<file path="config.mk">
export PLATFORM = sky130hd
export DESIGN_NAME = extmem_width_adapter
export DESIGN_NICKNAME = d
export VERILOG_FILES = /design/src/rtl/extmem_width_adapter.sv
export SDC_FILE = /design/constraint.sdc
export NUM_CORES = 1
export LEC_CHECK = 0
export BUFFER_PORTS_ARGS = -buffer_cell sky130_fd_sc_hd__buf_2
export CAP_MARGIN = 0
export CORE_MARGIN = 8
export CORE_UTILIZATION = 56
export DETAILED_ROUTE_END_ITERATION = 6
export PLACE_DENSITY = 0.81
export SLEW_MARGIN = 0
export SYNTH_ARGS = -nofsm -noshare
export SYNTH_HDL_FRONTEND = slang
export SYNTH_SLANG_ARGS = --single-unit
</file>
<file path="constraint.sdc">
create_clock -name clk -period 5.06 [get_ports clk]
set_clock_uncertainty 0.1 [all_clocks]
set_input_delay 0.506 -clock clk [delete_from_list [all_inputs] [get_ports clk]]
set_output_delay 0.506 -clock clk [all_outputs]
set_load 0.01 [all_outputs]
</file>
<file path="src/rtl/extmem_width_adapter.sv">
module extmem_width_adapter #(
  parameter int AW = 16
) (
  input  logic          clk,
  input  logic          rst_n,
  input  logic          cfg_we,
  input  logic          cfg_sel,
  input  logic [1:0]    cfg_phys,
  input  logic [1:0]    cfg_data,
  input  logic          prg_16,
  input  logic          req,
  input  logic          fetch,
  input  logic          we,
  input  logic [AW-1:0] addr,
  input  logic [31:0]   wdata,
  output logic          done,
  output logic [31:0]   rdata,
  output logic [AW-1:0] ext_addr,
  output logic [31:0]   ext_wdata,
  input  logic [31:0]   ext_rdata,
  output logic          ext_we,
  output logic [3:0]    s0,
  output logic [3:0]    s1,
  output logic          prg_cs
);

  function automatic logic [1:0] lg(input logic [1:0] c);
    return (c == 2'b00) ? 2'd0 : (c == 2'b01) ? 2'd1 : 2'd2;
  endfunction

  logic [1:0]    cp [2];
  logic [1:0]    cd [2];
  logic          busy, f_l, we_l, rs_l;
  logic [1:0]    lp, ld, cnt, last;
  logic [AW+1:0] base;
  logic [31:0]   wd_l, acc;

  wire [1:0]    nlp  = fetch ? (prg_16 ? 2'd1 : 2'd2) : lg(cp[addr[AW-1]]);
  wire [1:0]    nld  = fetch ? 2'd2 : lg(cd[addr[AW-1]]);
  wire [1:0]    nlst = (nld <= nlp) ? 2'd0 : (nld - nlp == 2'd1) ? 2'd1 : 2'd3;
  wire [AW+1:0] noff = fetch ? {addr, 2'b00} : ({3'b000, addr[AW-2:0]} << nld);

  wire [AW+1:0] cb   = base + ((AW+2)'(cnt) << lp);
  wire [1:0]    off  = cb[1:0];
  wire [1:0]    u    = (ld < lp) ? ld : lp;
  wire [1:0]    sh   = (lp == 2'd2) ? off : (lp == 2'd1) ? {1'b0, off[0]} : 2'b00;
  wire [31:0]   um   = (u == 2'd0) ? 32'h0000_00FF : (u == 2'd1) ? 32'h0000_FFFF : 32'hFFFF_FFFF;
  wire [5:0]    pos  = 6'({cnt, 3'b000}) << lp;
  wire [31:0]   pw   = ((wd_l >> pos) & um) << {sh, 3'b000};
  wire [31:0]   pr   = ((ext_rdata >> {sh, 3'b000}) & um) << pos;
  wire [3:0]    dm   = (ld == 2'd0) ? 4'b0001 : (ld == 2'd1) ? 4'b0011 : 4'b1111;

  logic [3:0] pins;
  always_comb begin
    case (lp)
      2'd2:    pins = dm << off;
      2'd1:    pins = {off[1], 1'b0, (ld == 2'd0) ? (off[0] ? 2'b10 : 2'b01) : 2'b11};
      default: pins = {off[1], off[0], 1'b0, 1'b1};
    endcase
  end

  wire dat = busy && !f_l;
  assign s0        = (dat && !rs_l) ? pins : 4'b0000;
  assign s1        = (dat &&  rs_l) ? pins : 4'b0000;
  assign prg_cs    = busy && f_l;
  assign ext_we    = dat && we_l;
  assign ext_wdata = ext_we ? pw : 32'h0;
  assign ext_addr  = !busy ? '0 : (f_l && lp == 2'd1) ? cb[AW:1] : cb[AW+1:2];

  always_ff @(posedge clk or negedge rst_n) begin
    if (!rst_n) begin
      cp    <= '{2'b10, 2'b10};
      cd    <= '{2'b10, 2'b10};
      busy  <= 1'b0;
      f_l   <= 1'b0;
      we_l  <= 1'b0;
      rs_l  <= 1'b0;
      lp    <= 2'd2;
      ld    <= 2'd2;
      cnt   <= 2'd0;
      last  <= 2'd0;
      base  <= '0;
      wd_l  <= '0;
      acc   <= '0;
      done  <= 1'b0;
      rdata <= '0;
    end else begin
      done <= 1'b0;
      if (cfg_we) begin
        cp[cfg_sel] <= cfg_phys;
        cd[cfg_sel] <= cfg_data;
      end
      if (busy) begin
        acc <= acc | pr;
        cnt <= cnt + 2'd1;
        if (cnt == last) begin
          busy  <= 1'b0;
          done  <= 1'b1;
          rdata <= we_l ? 32'h0 : (acc | pr);
        end
      end else if (req) begin
        busy <= 1'b1;
        f_l  <= fetch;
        we_l <= we && !fetch;
        rs_l <= addr[AW-1];
        lp   <= nlp;
        ld   <= nld;
        last <= nlst;
        base <= noff;
        wd_l <= wdata;
        acc  <= '0;
        cnt  <= 2'd0;
      end
    end
  end

endmodule


</file>
==> metrics <==
status finished, final reports clean; via total after detailed routing 8990; core footprint 0.0159 mm²; mean post-synth cell area 8.64 µm²; pre-CTS WS ~950 ps; Post-Syn Area between 0.009 and 0.01 mm²; global-route wire length before repair approximately 46 mm; CTS Hold Buffers Added 0; Max IR drop VDD ~0.37 mV; CP Max Fanout 30; Die Wd between 100 and 150 µm; post-synthesis sequential area ratio 37.0%; Setup crit start kind flip-flop; Critical Path End Type primary output; top-count cell post-synth dfrtp_1; CTS tree yes; global route overflow 0; synth warn 0; post-route worst setup slack 482 ps; CP Data Arrival Time approximately 4000 ps; 1st-pass router iterations 6; clock latency on the worst-skew pair 430 ps; largest net degree at the start of global routing 93; antenna violations before repair 0; DIE HEIGHT roughly 140 µm; clock tree buffer depth 2; I/O pin count ~180; leading area contributor after synthesis dfrtp_1; Post-CTS Resized 0; row cnt 46; Starting Density between 50 and 60%; Synth async-reset ratio 100%; Post-CTS Setup Bufs 0; worst slew pin tran about 1200 ps; number of global-route vias before repair ~8.6k; Mapped Cells about 1.1k; top post-synthesis cells by area dfrtp_1 (35%), mux2i_1 (6.2%), o21ai_0 (6.2%); WL/cell 20.8 µm; NumNets Final around 1.3k; max_cap viols 0; GP Congestion around 0.93; share of layout cells above drive strength 1 between 20% and 30%; Clock Tree Root clkbuf_16; number of synthesized register bits 135; drt total wl about 30 mm; RSZ-0062 raised after global routing false; Final Setup Violations 0; number of hold violations in the final report 0; via/cell ratio ~6.3; I/O Buffers between 150 and 200; Final Cycle Share about 90%; fill count roughly 1.3k; n_diodes 0; worst min-delay path class in2async; most frequent cells after synthesis dfrtp_1 (129), nand2_1 (124), o21ai_0 (113); post-DP HPWL 21.5 mm; CP Data Required Time around 4500 ps; top-area cell type share of the netlist area between 30% and 40%; TritonCTS Buffers 17; P&R area growth vs syn 18.1%; ys flop type dfrtp_1; Post-synth EDFFs 0; # H-tree levels 4; all-layer global routing usage 28.3%; post-layout minimum cycle time between 4000 and 5000 ps; Leak ~4.9 nW; FMAX 218 MHz; clock slew at reported path FFs 60 ps; Setup TNS 0 ps; ANT nets after route 0; Clock Sinks 135; worst rel slew slack 21.6%; Die ar. slightly above 0.02 mm²; Post-Synthesis Net Count 1163; r2r setup slk ~870 ps; post-route DRC violation count 0; Crit Path Category reg2out; final-report max-slew violation count 0; number of DRC markers in iteration 0 just under 900; Cell Pwr Density around 740 mW/mm²; synth unique cells 75
## sequential cells by signal (all words and copies together) (netlist names)
register  flops
rs_l          1
last          2
wd_l         32
f_l           1
cp            4
done          1
lp            2
busy          1
rdata        32
cnt           2
acc          32
ld            2
we_l          1
base         18
cd            4
## cell families (layout without fill, tap and decap cells)
group / after synthesis / count (layout) / synth area share [%]
flip-flops: 135 / 135 / 37.0
multiplexers: 110 / 110 / 13.4
AO/OA/AOI/OAI: 376 / 376 / 26.0
buffers and inverters: 101 / 257 / 4.46
XOR/XNOR: 21 / 21 / 2.01
AND/OR/NAND/NOR: 302 / 302 / 15.3
adder cells (fa/ha/maj): 13 / 13 / 1.86
## path summary, 6_finish.rpt
path                                  to  depth (start not counted)     start
setup / recovery           ext_wdata[30]                         11     lp[1]
hold / removal                   acc[11]                          1     rst_n
setup reg to reg               rdata[12]                         11     lp[1]
hold reg to reg                 rdata[6]                          2  rdata[6]
max in group asynchronous          lp[1]                          2     rst_n
min in group clk                 wd_l[2]                          2  wdata[2]
## metrics by stage
step	hold WS (ps)	instances	area, µm²	power, mW	utilization (%)
2_1_floorplan	110	1058	9140	5.08	-
3_3_place_gp	354	1398	10200	6.36	63.7
3_5_place_dp	361	1398	10200	6.45	63.7
4_1_cts	87.4	1430	10800	7.85	67.7
5_1_grt	117	1430	10800	8.42	67.7
6_report	64.7	1430	10800	7.95	67.7
## routing by layer
metal | routed length [µm] | vias up | GRT usage (%)
met5 | 0 | - | 0
met4 | 1020 | 0 | 12.7
met3 | 2720 | 90 | 6.50
met2 | 14000 | 448 | 45.3
met1 | 12000 | 4292 | 35.8
li1 | - | 4160 | -
## cells in the final DEF (no fill, tap or decap), types with 4 or more instances in the layout
cell / n
buf_2: 181
dfrtp_1: 129
nand2_1: 123
o21ai_0: 112
a21oi_1: 98
nor2_1: 74
mux2i_1: 56
mux2_2: 45
inv_1: 26
nand3_1: 23
a211oi_1: 20
clkbuf_16: 17
a22oi_1: 16
o31ai_1: 15
buf_4: 15
nand2b_1: 14
xnor2_1: 14
and2_1: 13
o21a_1: 12
ha_1: 12
nor2b_1: 11
o22a_1: 11
o22ai_1: 11
nor3b_1: 11
o211ai_1: 10
a22o_1: 9
a31oi_1: 9
or3_1: 7
o21ai_1: 7
xor2_1: 7
a31o_2: 6
dfstp_2: 6
nor3_1: 5
a211oi_2: 4
o221ai_1: 4
o211a_1: 4
bufinv_16: 4
## worst max-delay path, cell delays in order (launching register included)
cell	delay, ps
dfstp_2	530
or3b_4	470
inv_4	240
ha_1	410
o21ai_1	90
buf_4	230
nand2_1	360
nor2b_1	520
a22oi_1	190
o22a_1	240
o21ai_0	70
buf_2	160
## power breakdown
group / switching, mW / internal (mW) / leakage (nW)
clock network: 0.544 / 0.837 / 0.308
logic: 2.81 / 1.65 / 2.96
registers: 0.516 / 1.59 / 1.64
total: 3.86 / 4.08 / 4.91
## layout make-up
type / count / area, µm² / share of cell area [%]
clock inverter: 15 / 215 / 1.99
inverter: 28 / 108 / 0.997
clock buffer: 17 / 425 / 3.94
sequential: 135 / 3390 / 31.4
timing repair buffer: 197 / 1030 / 9.54
tap: 216 / 270 / 2.50
multi-input combinational: 822 / 5360 / 49.7
No activity file was read; power rests on OpenSTA's default activity.
